## config.mk

```make
export PLATFORM = sky130hd
export DESIGN_NAME = popcnt_table
export DESIGN_NICKNAME = d
export VERILOG_FILES = /design/src/rtl/popc_pkg.sv /design/src/rtl/popc_clz.sv /design/src/rtl/popc_ram.sv /design/src/rtl/popc_seq.sv /design/src/rtl/popcnt_table.sv
export SDC_FILE = /design/constraint.sdc
export NUM_CORES = 1
export LEC_CHECK = 0
export CAP_MARGIN = 15
export CORE_MARGIN = 5
export CORE_UTILIZATION = 65
export DETAILED_ROUTE_END_ITERATION = 8
export PLACE_DENSITY_LB_ADDON = 0.1
export SYNTH_ARGS = -nofsm -noshare
export SYNTH_HDL_FRONTEND = slang
export SYNTH_HIERARCHICAL = 1
export SYNTH_SLANG_ARGS = --single-unit
```

## constraint.sdc

```tcl
create_clock -name clk -period 8.13 [get_ports clk]
set_clock_uncertainty 0.2 [all_clocks]
set_input_delay 1.2195 -clock clk [delete_from_list [all_inputs] [get_ports clk]]
set_output_delay 1.2195 -clock clk [all_outputs]
set_load 0.01 [all_outputs]
```

## src/rtl/popc_pkg.sv

```systemverilog
package popc_pkg;
    // Width of the leading-zero search (fixed at 32 bits by the algorithm).
    localparam int CLZ_W  = 32;
    localparam int CLZ_LG = $clog2(CLZ_W);

    typedef enum logic [2:0] {
        ST_IDLE,
        ST_SEED,
        ST_FETCH,
        ST_STORE,
        ST_FIN
    } seq_state_t;

    // Shift amount that turns a leading-zero count into the top-bit position.
    function automatic logic [CLZ_LG-1:0] top_bit_pos(input logic [CLZ_LG:0] lz);
        logic [CLZ_LG:0] pos;
        pos = (CLZ_LG+1)'(CLZ_W - 1) - lz;
        return pos[CLZ_LG-1:0];
    endfunction
endpackage

```

## src/rtl/popc_clz.sv

```systemverilog
module popc_clz #(
    parameter int W  = 32,
    localparam int LG = $clog2(W)
) (
    input  logic [W-1:0] din,
    output logic [LG:0]  lz
);
    logic [W-1:0] val [0:LG];
    logic [LG:0]  cnt [0:LG];

    assign val[0] = din;
    assign cnt[0] = '0;

    // Halving search: each stage tests the top S bits and shifts them out when clear.
    for (genvar k = 0; k < LG; k++) begin : g_stage
        localparam int S = W >> (k + 1);
        logic clear;
        assign clear      = (val[k][W-1 -: S] == '0);
        assign val[k+1]   = clear ? (val[k] << S) : val[k];
        assign cnt[k+1]   = clear ? (cnt[k] + (LG+1)'(S)) : cnt[k];
    end

    assign lz = (din == '0) ? (LG+1)'(W) : cnt[LG];

    // the bit the count points at is the leading one
    always_comb begin
        if (din != '0 && lz < (LG+1)'(W)) begin
            p_leading_one_r3: assert (din[(LG+1)'(W-1) - lz] == 1'b1);
        end
    end
endmodule

```

## src/rtl/popc_ram.sv

```systemverilog
module popc_ram #(
    parameter int AW = 6,
    parameter int DW = 3,
    localparam int DEPTH = 1 << AW
) (
    input  logic          clk,
    input  logic          we,
    input  logic [AW-1:0] addr,
    input  logic [DW-1:0] wdata,
    output logic [DW-1:0] rdata
);
    logic [DW-1:0] store [DEPTH];

    always_ff @(posedge clk) begin
        if (we) store[addr] <= wdata;
        rdata <= store[addr];
    end
endmodule

```

## src/rtl/popc_seq.sv

```systemverilog
module popc_seq
    import popc_pkg::*;
#(
    parameter int IDX_W = 6,
    parameter int N_W   = 17,
    parameter int CNT_W = 3,
    localparam int DEPTH = 1 << IDX_W
) (
    input  logic             clk,
    input  logic             rst,
    input  logic             start,
    input  logic [N_W-1:0]   limit,
    input  logic [IDX_W-1:0] ext_addr,
    input  logic [CLZ_LG:0]  lz,
    input  logic [CNT_W-1:0] mem_rd,
    output logic [CLZ_W-1:0] clz_in,
    output logic             mem_we,
    output logic [IDX_W-1:0] mem_addr,
    output logic [CNT_W-1:0] mem_wd,
    output logic             busy,
    output logic             done,
    output logic [IDX_W:0]   entries
);
    seq_state_t       state_q;
    logic [IDX_W-1:0] idx_q, last_q, lim_eff, hp2, src;

    assign lim_eff = (limit > N_W'(DEPTH - 1)) ? IDX_W'(DEPTH - 1) : limit[IDX_W-1:0];
    assign clz_in  = CLZ_W'(idx_q);
    assign hp2     = IDX_W'(1) << top_bit_pos(lz);
    assign src     = idx_q - hp2;

    assign busy = (state_q == ST_SEED) || (state_q == ST_FETCH) || (state_q == ST_STORE);
    assign done = (state_q == ST_FIN);

    always_comb begin
        mem_we   = 1'b0;
        mem_wd   = '0;
        mem_addr = ext_addr;
        unique case (state_q)
            ST_SEED:  begin mem_we = 1'b1; mem_addr = '0; end
            ST_FETCH: mem_addr = src;
            ST_STORE: begin mem_we = 1'b1; mem_addr = idx_q; mem_wd = mem_rd + CNT_W'(1); end
            default:  ;
        endcase
    end

    always_ff @(posedge clk) begin
        if (rst) begin
            state_q <= ST_IDLE;
            idx_q   <= '0;
            last_q  <= '0;
            entries <= '0;
        end else begin
            unique case (state_q)
                ST_IDLE: if (start) begin
                    last_q  <= lim_eff;
                    idx_q   <= '0;
                    state_q <= ST_SEED;
                end
                ST_SEED: begin
                    if (last_q == '0) begin
                        entries <= (IDX_W+1)'(1);
                        state_q <= ST_FIN;
                    end else begin
                        idx_q   <= IDX_W'(1);
                        state_q <= ST_FETCH;
                    end
                end
                ST_FETCH: state_q <= ST_STORE;
                ST_STORE: begin
                    if (idx_q == last_q) begin
                        entries <= (IDX_W+1)'(last_q) + (IDX_W+1)'(1);
                        state_q <= ST_FIN;
                    end else begin
                        idx_q   <= idx_q + IDX_W'(1);
                        state_q <= ST_FETCH;
                    end
                end
                default: state_q <= ST_IDLE;
            endcase
        end
    end

    p_reset_quiet_r1: assert property (@(posedge clk)
        rst |=> (!busy && !done && entries == '0));
    p_done_pulse_r5: assert property (@(posedge clk) disable iff (rst)
        done |=> !done);
    p_done_not_busy_r5: assert property (@(posedge clk) disable iff (rst)
        !(busy && done));
    p_start_ignored_r6: assert property (@(posedge clk) disable iff (rst)
        (busy && start) |=> $stable(last_q));
    p_idx_bound_r7: assert property (@(posedge clk) disable iff (rst)
        busy |-> (idx_q <= last_q));
    p_fetch_store_r8: assert property (@(posedge clk) disable iff (rst)
        (state_q == ST_FETCH) |=> (state_q == ST_STORE));
    p_entries_r4: assert property (@(posedge clk) disable iff (rst)
        done |-> (entries == (IDX_W+1)'(last_q) + (IDX_W+1)'(1)));
endmodule

```

## src/rtl/popcnt_table.sv

```systemverilog
module popcnt_table
    import popc_pkg::*;
#(
    parameter int IDX_W = 6,
    parameter int N_W   = 17,
    localparam int CNT_W = $clog2(IDX_W + 1)
) (
    input  logic             clk,
    input  logic             rst,
    input  logic             start,
    input  logic [N_W-1:0]   limit,
    output logic             busy,
    output logic             done,
    output logic [IDX_W:0]   entries,
    input  logic [IDX_W-1:0] rd_addr,
    output logic [CNT_W-1:0] rd_data
);
    logic [CLZ_W-1:0] clz_in;
    logic [CLZ_LG:0]  lz;
    logic             mem_we;
    logic [IDX_W-1:0] mem_addr;
    logic [CNT_W-1:0] mem_wd, mem_rd;

    popc_clz #(.W(CLZ_W)) u_clz (
        .din (clz_in),
        .lz  (lz)
    );

    popc_ram #(.AW(IDX_W), .DW(CNT_W)) u_ram (
        .clk   (clk),
        .we    (mem_we),
        .addr  (mem_addr),
        .wdata (mem_wd),
        .rdata (mem_rd)
    );

    popc_seq #(.IDX_W(IDX_W), .N_W(N_W), .CNT_W(CNT_W)) u_seq (
        .clk      (clk),
        .rst      (rst),
        .start    (start),
        .limit    (limit),
        .ext_addr (rd_addr),
        .lz       (lz),
        .mem_rd   (mem_rd),
        .clz_in   (clz_in),
        .mem_we   (mem_we),
        .mem_addr (mem_addr),
        .mem_wd   (mem_wd),
        .busy     (busy),
        .done     (done),
        .entries  (entries)
    );

    assign rd_data = mem_rd;
endmodule

```

After elaboration in Yosys (flattened, before gate mapping)
Memories as Yosys holds them, arrays and structs flattened. A register that Yosys moved wholly into a read port is not among the register bits.
Cells that the tools add are included.
{ "word_totals": {"ramBits": 192, "wordCells": 60, "output_inout_bits": 12, "register_bits": 22, "in_bits": 26, "n_memories": 1} }
{ "classes": {"order_cmp": 1, "reduce_logical": 13, "n_mux": 23, "addsub": 7, "shifts": 1, "n_eq_ne": 10} }
{ "memory_table": {"columns": ["name", "words", "width", "rd", "rd_ports_with_merged_regs", "write_ports", "line", "rtl"], "rows": [
  ["u_ram.store", 64, 3, 1, 1, 1, "popc_ram.sv:12", "logic [DW-1:0] store [DEPTH];"]
]} }
{ "ops": {"columns": ["cell", "n"], "rows": [
  ["$mux 32", 2],
  ["$pmux 6 s3", 2],
  ["$logic_not 32->1", 1],
  ["$mux 6", 4],
  ["$gt 17x6->1 const B", 1],
  ["$mux 3", 5],
  ["$mux 5", 3],
  ["$mux 7", 2],
  ["$pmux 7 s2", 1],
  ["$pmux 3 s4", 1],
  ["$ne 2x2->1 const B", 5],
  ["$add 6x1->7 const B", 1],
  ["$add 6x1->6 const B", 1],
  ["$eq 3x2->1 const B", 2],
  ["$eq 6x6->1", 1],
  ["$logic_not 6->1", 1],
  ["$shl 1x5->6 const A", 1],
  ["$sub 6x6->6", 1],
  ["$add 5x1->5 const B", 1],
  ["$add 5x2->5 const B", 1],
  ["$sub 5x5->5 const A", 1],
  ["$logic_not 4->1", 1],
  ["$reduce_and 4->1", 1],
  ["$add 3x1->3 const B", 1],
  ["11 further kinds", 14]
]} }

Logic depth before layout (Yosys ltp)
Gate-level depths: netlist of the first run.
{ "depth": {"ltp_word": 11, "mapped_depth": 25} }

By module
Netlist of the first run, hierarchy kept.
{ "by_module_without_submodules": {"columns": ["mod", "cells_each", "area_each_um2", "n_inst"], "rows": [
  ["popc_ram", 499, 8057.7, 1],
  ["popc_seq", 214, 1769.2, 1],
  ["popc_clz", 63, 427.9, 1]
]} }

Worst setup path before layout of the first run
No wires, ideal clock.
{ "synth_timing": {"path_type": "register -> register", "from": "reg u_seq.idx_q[4]", "to": "reg u_ram.rdata[1] (read register of u_ram.store)", "period_less_slack_ns": 4.584, "setup_ns": 0.130, "stages_incl_launch_ff": 21, "t_required_ns": 7.800, "path_slack_ns": 3.546, "n_path_buf": 1, "arrival_ns": 4.254, "cell_sequence": "dfxtp_1 -> nor2_1 -> o31ai_2 -> o2111ai_1 -> o21a_1 -> a32o_1 -> o211a_1 -> and3_1 -> and3_1 -> ha_1 -> fa_1 -> xor2_1 -> nor2_1 -> a21oi_1 -> o21ai_0 -> buf_4 -> mux2_2 -> a221o_1 -> a22oi_1 -> nor2_1 -> nand4b_1"} }
{ "synth_between": {"elab_chain_cells": 11} }
{ "synth_lines": {"columns": ["element", "line", "rtl"], "rows": [
  ["from (decl)", "popc_seq.sv:25", "logic [IDX_W-1:0] idx_q, last_q, lim_eff, hp2, src;"],
  ["from (signal assigned)", "popc_seq.sv:75", "idx_q <= idx_q + IDX_W'(1);"],
  ["$logic_not 4->1", "popc_clz.sv:18", "assign clear = (val[k][W-1 -: S] == '0);"],
  ["$mux 32", "popc_clz.sv:19", "assign val[k+1] = clear ? (val[k] << S) : val[k];"],
  ["$logic_not 2->1", "popc_clz.sv:18", null],
  ["$mux 5", "popc_clz.sv:20", "assign cnt[k+1] = clear ? (cnt[k] + (LG+1)'(S)) : cnt[k];"],
  ["$add 5x1->5", "popc_clz.sv:20", null],
  ["$mux 5", "popc_clz.sv:20", null],
  ["$mux 5 (*)", "popc_clz.sv:23", "assign lz = (din == '0) ? (LG+1)'(W) : cnt[LG];"],
  ["named net lz[0]", "popcnt_table.sv:19", "logic [CLZ_LG:0] lz;"],
  ["$sub 5x5->5 (*)", "popc_pkg.sv:17", "pos = (CLZ_LG+1)'(CLZ_W - 1) - lz;"],
  ["$shl 1x5->6 (*)", "popc_seq.sv:29", "assign hp2 = IDX_W'(1) << top_bit_pos(lz);"],
  ["$sub 6x6->6 (*)", "popc_seq.sv:30", "assign src = idx_q - hp2;"],
  ["$pmux 6 s3 (*)", "popc_seq.sv:39", "unique case (state_q)"],
  ["named net mem_addr[2]", "popcnt_table.sv:21", "logic [IDX_W-1:0] mem_addr;"],
  ["to (decl)", "popc_ram.sv:10", "output logic [DW-1:0] rdata"]
]} }
Mark *: on every way through the listed nets, which the timed path passes. The rest lies on a longest branch.
A chain may end at the register's enable or synchronous reset.

Final worst setup path of the first run
{ "layout_timing": {"from": "reg u_seq.idx_q[4]", "to": "reg u_ram.rdata[0] (read register of u_ram.store)"} }
The elaborated chain is that of the path after synthesis.

==> metrics.txt, run 1 <==
outcome completed; Critical Path RT 8.38 ns; initial antenna violation count 0; area delta synth->final 10.8%; layout cells sized above 1 14.4%; gr usage total 27.2%; row count 46; Crit. End Element register; Fin Setup TNS 0 ns; placed cell count 992; die area 18,400 µm²; diodes inserted 0; max-slew violations 0; crit-path max cell delay 0.85 ns; Max-Cap Viols 0; vias in the first global route 6,980; Cell Area, Synth 10,300 µm²; register area 6270 µm²; first-pass GRT wire length 38.5 mm; leading cell types in the layout, fill and taps excluded edfxtp_1 (192), nor2_1 (99), clkdlybuf4s50_1 (37), nand2_1 (35), conb_1 (26); most frequently used flop master after synthesis edfxtp_1; Syn Inst Count 776; Layout Utilization 72.6%; Leakage 3.88 nW; H-tree depth 1; VDD IR max 0.211 mV; Core ar. 15,700 µm²; GPL Wtd Cong 0.936; grt total ovfl 0; Syn Area/Cell 13.2 µm²; CTS Buffer Depth 3; final hold viol count 0; FMAX 0.165 GHz; Seq/Total Area, Yosys 61.1%; Worst-Margin Slew 1.16 ns; pin count of the biggest net entering global routing 65; DR iter-0 viols 743; DIE HEIGHT 136 µm; hold_ws 0.256 ns; Worst setup SP type register; Synth cell types 90; Die X 136 µm; drt first pass iters 5; Nets 837; area of the multi-input gates 3580 µm²; CTS tree yes; HPWL Detailed 16.0 mm; WS Path Type register to register; RSZ-0062 raised after global routing no; ys async rst share 0%; cts repair resizes 0; Setup Buffers After CTS 0; CTS Root Cell clkbuf_16; Period minus WS final 6.07 ns; Avg Vias per Cell 6.62; period utilisation layout 74.7%; synth warn 6; number of synthesized flops with an enable pin 192; clock sink count 217; initial core utilization 65.5%; Hold WC Path Type register to register; I/O pin total 38; PD cells 231 nW/µm²; Post-CTS Hold Fix Bufs 0; Avg WL per Cell 24.1 µm; Clock Latency Late Sink 0.51 ns; port bufs 37; Total Wirelength 24.9 mm; total CTS buffers 23; DRC Markers 0; crit path DAT 6.32 ns; Worst slew margin 21.9%; critical-path maximum fanout 30; antenna-violating nets left 0; CP Cell Sequence nor2_1 -> o31ai_2 -> o2111ai_1 -> o21a_1 -> a32o_1 -> o211a_1 -> and3_1 -> and3_1 -> ha_1 -> fa_1 -> xor2_1 -> nor2_1 -> a21oi_1 -> o21ai_4 -> buf_4 -> nor2b_1 -> a22oi_1 -> o22a_1 -> o22a_1 -> nand4_1; synthesis-stage register bit count 217; routed via count 6,848; fillers 1,054; Final Setup Violations 0; commonest non-fill, non-tap cell in the layout edfxtp_1; Layout Cells excl Fill 1,034; Worst path slowest cell nor2b_1; clk slew on worst S/H paths 0.06 ns
[synth_stat cells, types with 6 or more instances]
cell	n	area, µm²
clkbuf_1	13	48.8
nand4_1	6	37.5
nand2_1	35	131
ha_1	9	113
nor3_1	12	60.1
a21oi_1	19	95.1
a221oi_1	17	149
o221a_2	6	67.6
mux2i_1	12	120
o21ai_0	11	55.1
a31oi_1	8	50.1
nand2b_1	10	62.6
nand3_1	19	95.1
xnor2_1	7	61.3
buf_2	12	60.1
a22oi_1	22	165
mux2_2	20	225
and3_1	8	50.1
dfxtp_1	25	500
inv_1	11	41.3
mux4_2	12	270
edfxtp_1	192	5770
buf_6	12	135
xor2_1	8	70.1
buf_4	32	240
nor2_1	101	379
nor2b_1	13	81.3
[cell type report]
class | count | share of cell area [%]
Clock buffer | 24 | 5.10
Clock inverter | 18 | 1.55
Inverter | 13 | 0.430
Multi-Input combinational cell | 500 | 31.5
Sequential cell | 217 | 55.2
Tap cell | 216 | 2.38
Timing Repair Buffer | 46 | 3.86
[metal layers]
| layer | track usage [%] | wire length [µm] |
|---|---|---|
| met1 | 35.0 | 9270 |
| met2 | 45.3 | 12100 |
| met3 | 5.39 | 2360 |
| met4 | 12.2 | 1170 |
| met5 | 0 | 0 |
[where the power goes]
group | total (mW) | switching, mW | internal, mW
Clock | 1.04 | 0.427 | 0.616
Combinational | 0.329 | 0.203 | 0.126
Sequential | 1.25 | 0.0258 | 1.22
Total | 2.62 | 0.656 | 1.97
[registers in the layout, indices dropped and copies added, names as in the netlist]
register	count
u_ram/rdata	3
u_seq/last_q	6
u_seq/state_q	3
u_seq/idx_q	6
u_ram/store	192
u_seq/entries	7
[critical path, delay by kind of cell (launching register included)]
family	cells	cell delay [ns]
AO/OA/AOI/OAI	10	2.45
adder cells (fa/ha/maj)	2	0.67
flip-flops	1	0.49
buffers and inverters	1	0.47
AND/OR/NAND/NOR	6	1.55
XOR/XNOR	1	0.18
[logic make-up (layout without fill, tap and decap cells)]
logic type      Yosys count  in the layout  synth area share, %
other cells               1             26               0.0366
compound gates          156            156                 11.9
mux                      48             48                 6.77
flops                   217            217                 61.1
xor+xnor                 15             15                 1.28
buf+inv                  84            101                 5.39
simple gates            245            245                 12.2
fa+ha+maj                10             10                 1.29
[metrics by stage]
stage | instance area, µm² | setup WS, ns | power (mW)
3_3_place_gp | 10600 | 2.39 | 1.58
5_1_grt | 11400 | 1.83 | 2.70
2_1_floorplan | 10300 | 3.55 | 1.50
3_5_place_dp | 10600 | 2.23 | 1.59
4_1_cts | 11400 | 2.20 | 2.62
6_report | 11400 | 2.06 | 2.62
[path summary, 6_finish.rpt]
kind	from	endpoint	slack (ns)	depth (start not counted)
worst max-delay path	u_seq/idx_q[4]$_SDFFE_PP0P_	u_ram/rdata[0]$_DFF_P_	2.06	20
worst min-delay path	u_seq/entries[5]$_SDFFE_PP0P_	u_seq/entries[5]$_SDFFE_PP0P_	0.26	2
worst max register to register	u_seq/idx_q[4]$_SDFFE_PP0P_	u_ram/rdata[0]$_DFF_P_	2.06	20
worst min register to register	u_seq/entries[5]$_SDFFE_PP0P_	u_seq/entries[5]$_SDFFE_PP0P_	0.26	2
(Power assumes the default switching activity.)
==> run 2: changes to the inputs <==
--- a/config.mk
+++ b/config.mk
@@ -7,7 +7,7 @@
 export LEC_CHECK = 0
 export CAP_MARGIN = 15
 export CORE_MARGIN = 5
-export CORE_UTILIZATION = 65
+export CORE_UTILIZATION = 61
 export DETAILED_ROUTE_END_ITERATION = 8
 export PLACE_DENSITY_LB_ADDON = 0.1
 export SYNTH_ARGS = -nofsm -noshare
==> constraint.sdc (replaced) <==
create_clock -name clk -period 6.1 [get_ports clk]
set_clock_uncertainty 0.2 [all_clocks]
set_input_delay 0.915 -clock clk [delete_from_list [all_inputs] [get_ports clk]]
set_output_delay 0.915 -clock clk [all_outputs]
set_load 0.01 [all_outputs]
==> metrics.txt, run 2 (synthesized netlist as in run 1, its figures left out) <==
Clock Latency Late Sink 0.52 ns (about the same); critical-path maximum fanout 33 (+10%); CP Cell Sequence nor2_1 -> o31ai_2 -> o2111ai_1 -> o21a_1 -> a32o_1 -> o211a_1 -> and3_1 -> and3_1 -> ha_1 -> fa_1 -> xor2_1 -> nor2_1 -> a21oi_1 -> o21ai_4 -> buf_4 -> buf_4 -> nand3_1 -> nor2_1; initial core utilization 62.1% (-3.4 points); Worst slew margin 39.2% (+17 points); cts repair resizes 0 (unchanged); Hold Path Depth 2 (unchanged); HPWL Detailed 16.3 mm (+2.3%); Worst setup SP type register; drt first pass iters 5 (unchanged); clock sink count 217 (unchanged); first-pass GRT wire length 38.9 mm (+1.1%); commonest non-fill, non-tap cell in the layout edfxtp_1; Nets 852 (+1.8%); crit-path max cell delay 0.74 ns (-0.11 ns); Top reg by flops u_ram/store; CTS tree yes; initial antenna violation count 0 (unchanged); Most common cell on crit path nor2_1; diodes inserted 0 (unchanged); port bufs 37 (unchanged); Hold WC Path Type register to register; DIE HEIGHT 140 µm (+3.0%); Crit. End Element register; Core ar. 16,500 µm² (+5.6%); leading cell types in the layout, fill and taps excluded edfxtp_1 (192), nor2_1 (99), clkdlybuf4s50_1 (37), nand2_1 (35), conb_1 (26); period utilisation layout 94.7% (+20 points); RR Endpoint u_ram/store[21][2]$_DFFE_PP_; Layout Utilization 69.4% (-3.2 points); VDD IR max 0.258 mV (+23%); antenna-violating nets left 0 (unchanged); Max-Cap Viols 0 (unchanged); I/O pin total 38 (unchanged); Worst path slowest cell o21ai_4; outcome completed; fillers 1,142 (+8.3%); H-tree depth 1 (unchanged); Leakage 3.95 nW (+1.8%); Reg2Reg Depth 18 (-10%); die area 19,500 µm² (+6.1%); FMAX 0.173 GHz (+5.1%); layout cells sized above 1 15.6% (+1.2 points); pin count of the biggest net entering global routing 65 (unchanged); Total Wirelength 25.0 mm (+0.37%); routed via count 6,859 (+0.16%); grt total ovfl 0 (unchanged); Worst-Margin Slew 0.908 ns (-0.253 ns); final hold viol count 0 (unchanged); Period minus WS final 5.78 ns (-0.294 ns); WS Path Type register to register; vias in the first global route 6,882 (-1.4%); RSZ-0062 raised after global routing yes; DR iter-0 viols 445 (-40%); area delta synth->final 11.8%; Die X 140 µm (+3.0%); DRC Markers 0 (unchanged); total CTS buffers 23 (unchanged); crit path DAT 5.77 ns (-0.55 ns); row count 47 (+2.2%); Avg Vias per Cell 6.51 (-1.6%); clk slew on worst S/H paths 0.06 ns (about the same); GPL Wtd Cong 0.931 (-0.58%); gr usage total 25.5% (-1.7 points); RR Startpoint u_seq/idx_q[4]$_SDFFE_PP0P_; Top Registers u_ram/store (192), u_seq/entries (7); Top delay family on crit path compound AO/OA/AOI/OAI gates; WHS Endpoint u_seq/entries[5]$_SDFFE_PP0P_; PD cells 303 nW/µm² (+31%); pre-CTS setup slack 0.356 ns (-1.87 ns); CTS Buffer Depth 3 (unchanged); Buf/Inv on CP 2 (+1); Final Setup Violations 0 (unchanged); r2r setup slk 0.32 ns (-1.74 ns); Post-CTS Hold Fix Bufs 0 (unchanged); final setup margin 0.323 ns (-1.74 ns); max-slew violations 0 (unchanged); min-delay src u_seq/entries[5]$_SDFFE_PP0P_; Critical Path RT 6.09 ns (-2.29 ns); CTS Root Cell clkbuf_16; number of flip-flops in the largest register 192 (unchanged); Avg WL per Cell 23.7 µm (-1.4%)
run 2: cell types whose count changed in the layout (fill, tap and decap cells not counted):
cell	previous run	this run
clkinv_2	7	4
clkbuf_1	1	7
bufinv_16	3	0
inv_6	2	0
clkbuf_16	23	25
inv_16	0	1
clkinv_1	4	1
buf_4	9	24
inv_4	0	1
clkbuf_8	0	3
clkinvlp_4	3	1
run 2: final cells by class:
cell class,count,area (µm²),share of cell area (%)
inverter,13,48.8,0.426
multi-input combinational,500,3580,31.2
tap,220,275,2.40
clock buffer,35,693,6.04
sequential,217,6270,54.6
clock inverter,7,53.8,0.469
timing repair buffer,61,551,4.80
run 2: through the flow:
stage | TNS [ns] | area, µm² | hold slack, ns | power, mW | std cells
6_report | 0 | 11500 | 0.251 | 3.48 | 1053
5_1_grt | -0.00214 | 11500 | 0.294 | 3.59 | 1053
4_1_cts | 0 | 11500 | 0.252 | 3.49 | 1053
3_5_place_dp | 0 | 10700 | 0.245 | 2.13 | 1011
3_3_place_gp | 0 | 10700 | 0.240 | 2.13 | 1011
2_1_floorplan | 0 | 10300 | 0.276 | 2.00 | 801
run 2: worst register-to-register path, stage by stage (launching register included):
cell	delay (ns)
dfxtp_1	0.49
nor2_1	0.13
o31ai_2	0.28
o2111ai_1	0.17
o21a_1	0.21
a32o_1	0.21
o211a_1	0.23
and3_1	0.17
and3_1	0.19
ha_1	0.21
fa_1	0.44
xor2_1	0.18
nor2_1	0.09
a21oi_1	0.08
o21ai_4	0.74
buf_4	0.32
buf_4	0.19
nand3_1	0.46
nor2_1	0.45
run 2: worst max-delay path by stage:
stage / start / endpoint / slack [ns] / depth (start not counted)
after floorplan: u_seq/idx_q[4]$_SDFFE_PP0P_ / u_ram/rdata[1]$_DFF_P_ / 1.52 / 20
after global placement: u_seq/idx_q[4]$_SDFFE_PP0P_ / u_ram/store[53][0]$_DFFE_PP_ / 0.52 / 18
after detailed placement: u_seq/idx_q[4]$_SDFFE_PP0P_ / u_ram/store[21][0]$_DFFE_PP_ / 0.36 / 18
after CTS: u_seq/idx_q[4]$_SDFFE_PP0P_ / u_ram/store[21][0]$_DFFE_PP_ / 0.34 / 18
after global routing: u_seq/idx_q[4]$_SDFFE_PP0P_ / u_ram/store[29][0]$_DFFE_PP_ / -0.002 / 18
final: u_seq/idx_q[4]$_SDFFE_PP0P_ / u_ram/store[21][2]$_DFFE_PP_ / 0.32 / 18
run 2: routing by layer:
metal / GRT usage, % / part of all wire, %
met5: 1.25 / 0
met4: 11.5 / 4.7
met3: 5.11 / 8.3
met2: 42.4 / 49
met1: 32.7 / 38
run 2: report_power, final:
group          total, mW  switching (mW)  internal (mW)
Clock               1.36           0.569          0.792
Sequential          1.67          0.0349           1.63
Combinational      0.449           0.271          0.178
run 2: timing repair:
action	in CTS	in global routing
endpoints found under the hold margin	0	0
setup endpoints to repair	0	2
setup buffers	0	0
